`src/rtl/ddr_init_pkg.sv`:
```
package ddr_init_pkg;

  typedef enum logic [2:0] {
    OP_NOP     = 3'd0,
    OP_PREALL  = 3'd1,
    OP_REFRESH = 3'd2,
    OP_EXTMODE = 3'd3,
    OP_MODEDLL = 3'd4,
    OP_MODEFIN = 3'd5
  } seqOp_e;

  typedef enum logic [1:0] {
    GAP_PRE  = 2'd0,
    GAP_MODE = 2'd1,
    GAP_REF  = 2'd2
  } gapSel_e;

  typedef struct packed {
    seqOp_e  op;
    logic    ckeOn;
    logic    loadGap;
    gapSel_e gapSel;
    logic    decGap;
    logic    startLock;
    logic    doneOn;
    logic    errOn;
  } seqStrobe_t;

  function automatic logic cfgLegal(input logic [2:0] bl, input logic bt, input logic [2:0] cl);
    logic blOk;
    logic clOk;
    blOk = (bl == 3'b001) || (bl == 3'b010) || (bl == 3'b011) || ((bl == 3'b111) && !bt);
    clOk = (cl == 3'b011) || (cl == 3'b100) || (cl == 3'b101);
    return blOk && clOk;
  endfunction

endpackage

```
`src/rtl/ddr_init_ctrl.sv`:
```
module ddr_init_ctrl
  import ddr_init_pkg::*;
#(
  parameter int REFRESH_CNT = 2
) (
  input  logic       clk,
  input  logic       rstN,
  input  logic       gapZero,
  input  logic       lockZero,
  input  logic       cfgOk,
  output seqStrobe_t strobe
);

  localparam int RW = $clog2(REFRESH_CNT + 1);

  typedef enum logic [3:0] {
    S_STABLE, S_CKEUP, S_PRE1, S_EMRS, S_MRSDLL, S_PRE2,
    S_REF, S_MRSFIN, S_GAP, S_LOCK, S_DONE, S_ERR
  } seqState_e;

  seqState_e state, nextState, retState, nextRet;
  logic [RW-1:0] refLeft, nextRef;

  always_ff @(posedge clk) begin
    if (!rstN) begin
      state    <= S_STABLE;
      retState <= S_STABLE;
      refLeft  <= RW'(REFRESH_CNT);
    end else begin
      state    <= nextState;
      retState <= nextRet;
      refLeft  <= nextRef;
    end
  end

  always_comb begin
    strobe       = '0;
    strobe.op    = OP_NOP;
    strobe.gapSel = GAP_PRE;
    strobe.ckeOn = !(state == S_STABLE || state == S_ERR);
    nextState    = state;
    nextRet      = retState;
    nextRef      = refLeft;
    unique case (state)
      S_STABLE: begin
        strobe.decGap = !gapZero;
        if (gapZero) nextState = cfgOk ? S_CKEUP : S_ERR;
      end
      S_CKEUP: nextState = S_PRE1;
      S_PRE1: begin
        strobe.op = OP_PREALL; strobe.loadGap = 1'b1; strobe.gapSel = GAP_PRE;
        nextState = S_GAP; nextRet = S_EMRS;
      end
      S_EMRS: begin
        strobe.op = OP_EXTMODE; strobe.loadGap = 1'b1; strobe.gapSel = GAP_MODE;
        nextState = S_GAP; nextRet = S_MRSDLL;
      end
      S_MRSDLL: begin
        strobe.op = OP_MODEDLL; strobe.loadGap = 1'b1; strobe.gapSel = GAP_MODE;
        strobe.startLock = 1'b1;
        nextState = S_GAP; nextRet = S_PRE2;
      end
      S_PRE2: begin
        strobe.op = OP_PREALL; strobe.loadGap = 1'b1; strobe.gapSel = GAP_PRE;
        nextState = S_GAP; nextRet = S_REF;
      end
      S_REF: begin
        strobe.op = OP_REFRESH; strobe.loadGap = 1'b1; strobe.gapSel = GAP_REF;
        nextState = S_GAP;
        nextRet   = (refLeft == RW'(1)) ? S_MRSFIN : S_REF;
        nextRef   = refLeft - RW'(1);
      end
      S_MRSFIN: begin
        strobe.op = OP_MODEFIN; strobe.loadGap = 1'b1; strobe.gapSel = GAP_MODE;
        nextState = S_LOCK;
      end
      S_GAP: begin
        strobe.decGap = !gapZero;
        if (gapZero) nextState = retState;
      end
      S_LOCK: begin
        strobe.decGap = !gapZero;
        if (gapZero && lockZero) nextState = S_DONE;
      end
      S_DONE: strobe.doneOn = 1'b1;
      S_ERR:  strobe.errOn  = 1'b1;
      default: nextState = S_ERR;
    endcase
  end


  refBudget_chk: assert property (@(posedge clk) disable iff (!rstN)
    (state == S_REF) |-> (refLeft != '0));

endmodule

```
`src/rtl/ddr_init_dp.sv`:
```
module ddr_init_dp
  import ddr_init_pkg::*;
#(
  parameter int ADDR_W       = 12,
  parameter int BA_W         = 2,
  parameter int AP_BIT       = 8,
  parameter int STABLE_CYC   = 25000,
  parameter int TRP_CYC      = 3,
  parameter int TRFC_CYC     = 17,
  parameter int TMRD_CYC     = 2,
  parameter int DLL_LOCK_CYC = 200
) (
  input  logic              clk,
  input  logic              rstN,
  input  seqStrobe_t        strobe,
  input  logic [2:0]        cfgBurstLen,
  input  logic              cfgBurstType,
  input  logic [2:0]        cfgCasLat,
  input  logic [1:0]        cfgDrive,
  output logic              gapZero,
  output logic              lockZero,
  output logic              ckeQ,
  output logic              csQ,
  output logic              rasQ,
  output logic              casQ,
  output logic              weQ,
  output logic [BA_W-1:0]   baQ,
  output logic [ADDR_W-1:0] addrQ,
  output logic              doneQ,
  output logic              errQ
);

  localparam int M1      = (TRP_CYC > TRFC_CYC) ? TRP_CYC : TRFC_CYC;
  localparam int M2      = (M1 > TMRD_CYC) ? M1 : TMRD_CYC;
  localparam int GAP_TOP = (M2 > STABLE_CYC) ? M2 : STABLE_CYC;
  localparam int GW      = $clog2(GAP_TOP + 1);
  localparam int LW      = $clog2(DLL_LOCK_CYC + 1);
  localparam logic [GW-1:0] STABLE_LOAD = GW'(STABLE_CYC - 1);
  localparam logic [GW-1:0] PRE_LOAD    = GW'(TRP_CYC - 2);
  localparam logic [GW-1:0] MODE_LOAD   = GW'(TMRD_CYC - 2);
  localparam logic [GW-1:0] REF_LOAD    = GW'(TRFC_CYC - 2);
  localparam logic [LW-1:0] LOCK_LOAD   = LW'(DLL_LOCK_CYC - 2);

  logic [GW-1:0]     gapCnt, gapLoadVal;
  logic [LW-1:0]     lockCnt;
  logic [3:0]        cmdNext;
  logic [BA_W-1:0]   baNext;
  logic [ADDR_W-1:0] addrNext;

  always_comb begin
    unique case (strobe.gapSel)
      GAP_PRE:  gapLoadVal = PRE_LOAD;
      GAP_MODE: gapLoadVal = MODE_LOAD;
      GAP_REF:  gapLoadVal = REF_LOAD;
      default:  gapLoadVal = PRE_LOAD;
    endcase
  end

  always_ff @(posedge clk) begin
    if (!rstN)                              gapCnt <= STABLE_LOAD;
    else if (strobe.loadGap)                gapCnt <= gapLoadVal;
    else if (strobe.decGap && gapCnt != '0) gapCnt <= gapCnt - GW'(1);
  end

  always_ff @(posedge clk) begin
    if (!rstN)                lockCnt <= LOCK_LOAD;
    else if (strobe.startLock) lockCnt <= LOCK_LOAD;
    else if (lockCnt != '0)   lockCnt <= lockCnt - LW'(1);
  end

  assign gapZero  = (gapCnt == '0);
  assign lockZero = (lockCnt == '0);

  always_comb begin
    cmdNext  = 4'b0111;
    baNext   = '0;
    addrNext = '0;
    unique case (strobe.op)
      OP_PREALL: begin
        cmdNext = 4'b0010;
        addrNext[AP_BIT] = 1'b1;
      end
      OP_REFRESH: cmdNext = 4'b0001;
      OP_EXTMODE: begin
        cmdNext     = 4'b0000;
        baNext[0]   = 1'b1;
        addrNext[1] = cfgDrive[0];
        addrNext[6] = cfgDrive[1];
      end
      OP_MODEDLL, OP_MODEFIN: begin
        cmdNext       = 4'b0000;
        addrNext[2:0] = cfgBurstLen;
        addrNext[3]   = cfgBurstType;
        addrNext[6:4] = cfgCasLat;
        addrNext[8]   = (strobe.op == OP_MODEDLL);
      end
      default: cmdNext = 4'b0111;
    endcase
  end

  always_ff @(posedge clk) begin
    if (!rstN) begin
      ckeQ  <= 1'b0;
      {csQ, rasQ, casQ, weQ} <= 4'b0111;
      baQ   <= '0;
      addrQ <= '0;
      doneQ <= 1'b0;
      errQ  <= 1'b0;
    end else begin
      ckeQ  <= strobe.ckeOn;
      {csQ, rasQ, casQ, weQ} <= cmdNext;
      baQ   <= baNext;
      addrQ <= addrNext;
      doneQ <= strobe.doneOn;
      errQ  <= strobe.errOn;
    end
  end


  ckeHold_chk: assert property (@(posedge clk) disable iff (!rstN)
    $past(ckeQ) |-> ckeQ);


  cmdNeedsCke_chk: assert property (@(posedge clk) disable iff (!rstN)
    ({csQ, rasQ, casQ, weQ} != 4'b0111) |-> ckeQ);


  modeLegal_chk: assert property (@(posedge clk) disable iff (!rstN)
    ({csQ, rasQ, casQ, weQ} == 4'b0000 && baQ == '0)
      |-> (cfgLegal(addrQ[2:0], addrQ[3], addrQ[6:4]) && !addrQ[7]));


  lockBeforeDone_chk: assert property (@(posedge clk) disable iff (!rstN)
    $rose(doneQ) |-> ($past(lockCnt) == '0));


  errQuiet_chk: assert property (@(posedge clk) disable iff (!rstN)
    errQ |-> (!ckeQ && !doneQ));

endmodule

```
`src/rtl/ddr_init_seq.sv`:
```
module ddr_init_seq
  import ddr_init_pkg::*;
#(
  parameter int ADDR_W       = 12,
  parameter int BA_W         = 2,
  parameter int AP_BIT       = 8,
  parameter int STABLE_CYC   = 25000,
  parameter int TRP_CYC      = 3,
  parameter int TRFC_CYC     = 17,
  parameter int TMRD_CYC     = 2,
  parameter int DLL_LOCK_CYC = 200,
  parameter int REFRESH_CNT  = 2
) (
  input  logic              clk,
  input  logic              rstN,
  input  logic [2:0]        cfgBurstLen,
  input  logic              cfgBurstType,
  input  logic [2:0]        cfgCasLat,
  input  logic [1:0]        cfgDrive,
  output logic              cke,
  output logic              csN,
  output logic              rasN,
  output logic              casN,
  output logic              weN,
  output logic [BA_W-1:0]   ba,
  output logic [ADDR_W-1:0] addr,
  output logic              initDone,
  output logic              cfgErr
);

  seqStrobe_t strobe;
  logic gapZero, lockZero, cfgOk;

  assign cfgOk = cfgLegal(cfgBurstLen, cfgBurstType, cfgCasLat);

  ddr_init_ctrl #(.REFRESH_CNT(REFRESH_CNT)) ctrl (
    .clk(clk), .rstN(rstN), .gapZero(gapZero), .lockZero(lockZero),
    .cfgOk(cfgOk), .strobe(strobe)
  );

  ddr_init_dp #(
    .ADDR_W(ADDR_W), .BA_W(BA_W), .AP_BIT(AP_BIT), .STABLE_CYC(STABLE_CYC),
    .TRP_CYC(TRP_CYC), .TRFC_CYC(TRFC_CYC), .TMRD_CYC(TMRD_CYC),
    .DLL_LOCK_CYC(DLL_LOCK_CYC)
  ) dp (
    .clk(clk), .rstN(rstN), .strobe(strobe),
    .cfgBurstLen(cfgBurstLen), .cfgBurstType(cfgBurstType),
    .cfgCasLat(cfgCasLat), .cfgDrive(cfgDrive),
    .gapZero(gapZero), .lockZero(lockZero),
    .ckeQ(cke), .csQ(csN), .rasQ(rasN), .casQ(casN), .weQ(weN),
    .baQ(ba), .addrQ(addr), .doneQ(initDone), .errQ(cfgErr)
  );

endmodule

```
`config.mk`:
```
export PLATFORM = sky130hd
export DESIGN_NAME = ddr_init_seq
export DESIGN_NICKNAME = d
export VERILOG_FILES = /design/src/rtl/ddr_init_pkg.sv /design/src/rtl/ddr_init_ctrl.sv /design/src/rtl/ddr_init_dp.sv /design/src/rtl/ddr_init_seq.sv
export SDC_FILE = /design/constraint.sdc
export NUM_CORES = 1
export LEC_CHECK = 0
export CAP_MARGIN = 20
export CORE_UTILIZATION = 56
export CTS_BUF_LIST = sky130_fd_sc_hd__clkbuf_8
export CTS_CLUSTER_SIZE = 16
export DETAILED_ROUTE_END_ITERATION = 6
export DONT_BUFFER_PORTS = 1
export GPL_ROUTABILITY_DRIVEN = 0
export PLACE_DENSITY = 0.74
export SYNTH_ARGS = -nofsm -noshare
export SYNTH_HDL_FRONTEND = slang
export SYNTH_SLANG_ARGS = --single-unit
```
`constraint.sdc`:
```
create_clock -name clk -period 4.9 [get_ports clk]
set_clock_uncertainty 0.05 [all_clocks]
set_input_delay 0.49 -clock clk [delete_from_list [all_inputs] [get_ports clk]]
set_output_delay 0.49 -clock clk [all_outputs]
set_load 0.1 [all_outputs]
```
* Word level (Yosys, flattened, before mapping) *
Index checks and enable logic that the tools add are counted.

word-level totals
  RAM bits = 0
  ROM bits = 0
  latch bits = 0
  output and inout bits = 21
  bits in registers = 54
  memories kept = 0

operators by class
  bitwise gates (word level) = 2
  reductions and logical operators = 30
  mux-type cells = 21
  $add $sub $neg = 3
  shifts and indexed selects = 0
  order comparisons = 0
  multipliers = 0
  equality and inequality tests = 29
  div/mod/pow operators = 0

operators by type and width
  kind                                                   count
  two-way mux 15 bit                                     2
  one-hot mux 4 bit (7 select lines)                     1
  one-hot mux 4 bit (5 select lines)                     1
  one-hot mux 3 bit (3 select lines)                     2
  == test 4 x 3 -> 1 bit, second input constant          4
  == test 4 bit, second input constant                   4
  two-way mux 4 bit                                      4
  == test 3 x 2 -> 1 bit, second input constant          5
  == test 3 bit, second input constant                   5
  zero test 15 bit                                       1
  one-hot mux 3 bit (5 select lines)                     1
  nonzero test 15 bit                                    1
  subtractor 15 x 1 -> 15 bit, second input constant     1
  OR reduction 3 bit                                     3
  == test 4 x 2 -> 1 bit, second input constant          2
  zero test 8 bit                                        1
  one-hot mux 4 bit (2 select lines)                     1
  nonzero test 8 bit                                     1
  OR reduction 2 bit                                     4
  subtractor 8 x 1 -> 8 bit, second input constant       1
  == test 3 x 1 -> 1 bit, second input constant          2
  logical OR 1 bit                                       6
  two-way mux 1 bit                                      6
  inequality test 2 x 1 -> 1 bit, second input constant  3
  other kinds (14)                                       23

* Depth between registers and ports, before layout *
  depth in word-level cells = 8
  depth in mapped cells = 8
  gate-level depth less buffers = 7

* Cells and area by module *
A second synthesis with hierarchy kept.

second synthesis, totals
  cell total of the unflattened synthesis = 277
  area total of the unflattened synthesis = 2349.8 µm²

modules (own cells, without submodules)
  module         cells an instance  instances  sequential area each (µm²)  area an instance (µm²)
  ddr_init_dp    181                1          760.7                       1665.3
  ddr_init_ctrl  91                 1          180.2                       648.1
  ddr_init_seq   5                  1          0.0                         36.3

* Least setup slack after synthesis *
No wires, ideal clock.

  path kind = reg-to-reg
  start = reg dp.gapCnt[0]
  end = reg dp.gapCnt[8]
  buffers on the path = 1
  setup slack = 3125 ps
  library setup time = 132 ps
  arrival = 1593 ps
  cell stages (with the launch flop) = 9
  cell sequence = dfxtp_1 > inv_1 > ha_1 > nor3b_2 > nand4_1 > buf_2 > nand3_1 > o311ai_0 > nand3b_1

on the way
  cells in the longest elaborated chain, start to end = 5

RTL lines
  what                                                                 line               RTL
  start, declared                                                      ddr_init_dp.sv:44  logic [GW-1:0] gapCnt, gapLoadVal;
  start signal, assigned                                               ddr_init_dp.sv:61  else if (strobe.loadGap) gapCnt <= gapLoadVal;
  start signal, assigned                                               ddr_init_dp.sv:62  else if (strobe.decGap && gapCnt != '0) gapCnt <= gapCnt - GW'(1);
  branches (longest 5 deep; another with subtractor 15 x 1 -> 15 bit)  n/a

Several ways; the timed one is not identified. The select of a mux whose other input is x is not followed.
A chain may end at the register's enable or synchronous reset.

* Worst setup path in the final report *
Ends and elaborated chain as after synthesis.

==> results.yml <==
floorplanning:
  die_w_um: 66.02
  rows: 22
  pin_count: 32
  initial_core_util_pct: 60.41
  core_um2: 3799
  fp.dieArea_um2: 4358
  die_y_um: 66.02
timing:
  rsz0062_at_grt: "no"
  period_share_pct: 44.50
  finalHoldViolations: 0
  setup_viol: 0
  max_slew.worst_pin.slew_ns: 0.9344
  max_freq_mhz: 458.6
  fin_tns_setup_ns: 0
  maxSlewViolCount: 0
  slew_headroom_pct: 37.62
  holdWs_ns: 0.2055
  timing.final.ws_setup_ns: 2.720
  fin_crit_ns: 2.180
synthesis:
  synth_area_leader_cell: "dfxtp_1"
  async_flop_share_pct: 0
  synthTopCellsByArea: "dfxtp_1, nor2_1, nand2_1"
  ys_top_cells_by_count: "dfxtp_1, nor2_1, nand2_1, nor3_1, a21oi_1"
  synth_cell_types: 57
  yosys.cell_count.top_type: "dfxtp_1"
  ys_warn_count: 0
  ys.flop_type: "dfxtp_1"
  synth_top_area_share_pct: 41.00
  synth_edf_count: 0
  synth_area_per_cell_um2: 8.627
  synth_seq_cells: 47
  yosysSeqAreaShare_pct: 41.00
  netlist_instances: 266
  synth_area_um2: 2295
grt:
  use_met1_pct: 28.23
  antenna_found_initial: 0
  use_met2_pct: 32.40
  grt.met3_usage_pct: 5.345
  overflow: 0
  grt_pass1_wl_um: 7141
  grt-busiest-layer: "met2"
  grt_pass1_vias: 1574
  grt_start_max_net_pins: 27
  track_usage_pct: 20.98
clock_tree:
  cts.sinks: 47
  ctsRootBufferMaster: "clkbuf_8"
  htree_levels: 2
  cts_buffers: 5
  cts_resized: 0
  clk_latency_ns: 0.30
  clockBufferDepth: 2
  path_clk_slew_ns: 0.08
  post_cts_buffers: 0
  cts-hold-fix-buffers: 0
  cts_tree: "built"
worst_setup_path:
  crit_type: "flip-flop to flip-flop"
  cp_max_fo: 12
  cp-start-kind: "flip-flop"
  cp-end-kind: "flip-flop"
  cp_data_arrival_time_ns: 2.31
  worstPathRequired_ns: 5.03
placement:
  pre_cts_slack_ns: 2.771
  dpl.hpwl_um: 2867
  port-buffer-count: 0
power:
  powerDensity_nw_per_um2: 289.1
  p_switching_uw: 170.0
  comb_power_share_pct: 7.1
  internal_power_uw: 517.2
  p_leak_uw: 0.0008846
  pwr-share-clk_pct: 35.5
  p_seq_share_pct: 57.4
  ir_worst_vdd_uv: 145.9
  switching_share_pct: 24.73
final_layout:
  syn2layout_area_growth_pct: 3.599
  fill_cells: 325
  drive_gt1_share_pct: 7.663
  final_util_pct: 62.58
  diodes: 0
  fin_nets: 274
drt:
  via_per_inst: 5.770
  first_iter_violations: 115
  antenna_left: 0
  drt_wl_total_um: 4170
  drt_pass1_iterations: 7
  drc: 0
  via_count: 1783
  wire_per_inst_um: 13.50
min_path:
  min_path_type: "input port to flip-flop"
run_status:
  outcome: "completed"
run:
  cap_violations: 0
-- stage by stage --
step                total power, uW  std cells  instance area, um^2
CTS                           693.0        309                 2377
global placement              450.8        301                 2278
floorplan                     451.5        271                 2313
finish                        687.2        309                 2377
global route                  716.2        309                 2377
detailed placement            451.7        301                 2278
-- power groups by stage --
stage | clock, uW | combinational [uW] | sequential [uW]
after CTS | 250 | 48.4 | 394
after detailed placement | 0 | 48.4 | 403
after floorplan | 0 | 49.5 | 402
after global placement | 0 | 47.7 | 403
after global routing | 267 | 53.1 | 396
final | 244 | 48.5 | 395
-- sequential cells by signal, indices dropped and copies added, names as in the netlist --
name / cells
dp.casQ: 1
dp.lockCnt: 8
dp.gapCnt: 15
ctrl.state: 4
dp.ckeQ: 1
dp.rasQ: 1
dp.weQ: 1
ctrl.refLeft: 2
ctrl.retState: 3
dp.baQ: 1
dp.doneQ: 1
dp.errQ: 1
dp.addrQ: 8
-- path summary, 6_finish.rpt --
check | endpoint | cells past startpoint | slack (ns) | start
setup / recovery | dp.gapCnt[8] | 7 | 2.72 | dp.gapCnt[0]
hold / removal | dp.gapCnt[2] | 1 | 0.21 | rstN
setup reg to reg | dp.gapCnt[8] | 7 | 2.72 | dp.gapCnt[0]
hold reg to reg | ctrl.refLeft[1] | 2 | 0.46 | ctrl.refLeft[1]
-- kinds of logic (layout without fill, tap and decap cells) --
family	Yosys count	after routing	share of synthesized area (%)
multiplexers	5	5	2.290
flip-flops	47	47	41.00
adder cells (fa/ha/maj)	3	3	1.636
other	1	6	0.1634
XOR/XNOR	13	13	4.962
AND/OR/NAND/NOR	115	115	27.37
buffers and inverters	25	15	5.289
AO/OA/AOI/OAI	57	57	17.29
-- layout by cell type (no fill, tap or decap), drive strengths merged, types with 2 or more instances in the layout --
| cell type | n |
|---|---|
| nand4 | 3 |
| a22oi | 2 |
| xnor2 | 8 |
| a31oi | 4 |
| nor2 | 27 |
| a2111oi | 2 |
| o21ai | 14 |
| a32oi | 2 |
| clkbuf | 6 |
| and2 | 10 |
| ha | 3 |
| a21boi | 2 |
| nor3b | 2 |
| xor2 | 5 |
| or3 | 2 |
| nand3b | 3 |
| nand2b | 5 |
| a21oi | 11 |
| o211ai | 3 |
| nand2 | 22 |
| o22ai | 2 |
| nand3 | 9 |
| o311ai | 4 |
| o21a | 2 |
| nor4 | 4 |
| nor3 | 15 |
| conb | 6 |
| mux2i | 3 |
| mux2 | 2 |
| inv | 7 |
| nor2b | 7 |
| dfxtp | 47 |
-- critical path, stage by stage (launching register included) --
cell      delay (ns)
dfxtp_1         0.41
inv_1           0.07
ha_1            0.23
nor3b_2         0.18
nand4_1         0.39
nand3_1         0.23
o311ai_0        0.38
nand3b_1        0.12
-- metal layers --
| layer | part of all wire (%) | vias up |
|---|---|---|
| li1 | - | 920 |
| met5 | 0 | - |
| met1 | 51 | 810 |
| met4 | 1.3 | 0 |
| met2 | 43 | 47 |
| met3 | 3.9 | 6 |
-- area by class of cell --
class,instances,area [um^2],area share (%)
Inverter,7,26.28,1.105
Tap cell,48,60.06,2.526
Clock inverter,2,16.27,0.6842
Multi-Input combinational cell,199,1251,52.63
Clock buffer,6,82.58,3.474
Sequential cell,47,940.9,39.58
Power figures use the tool's default switching activity.
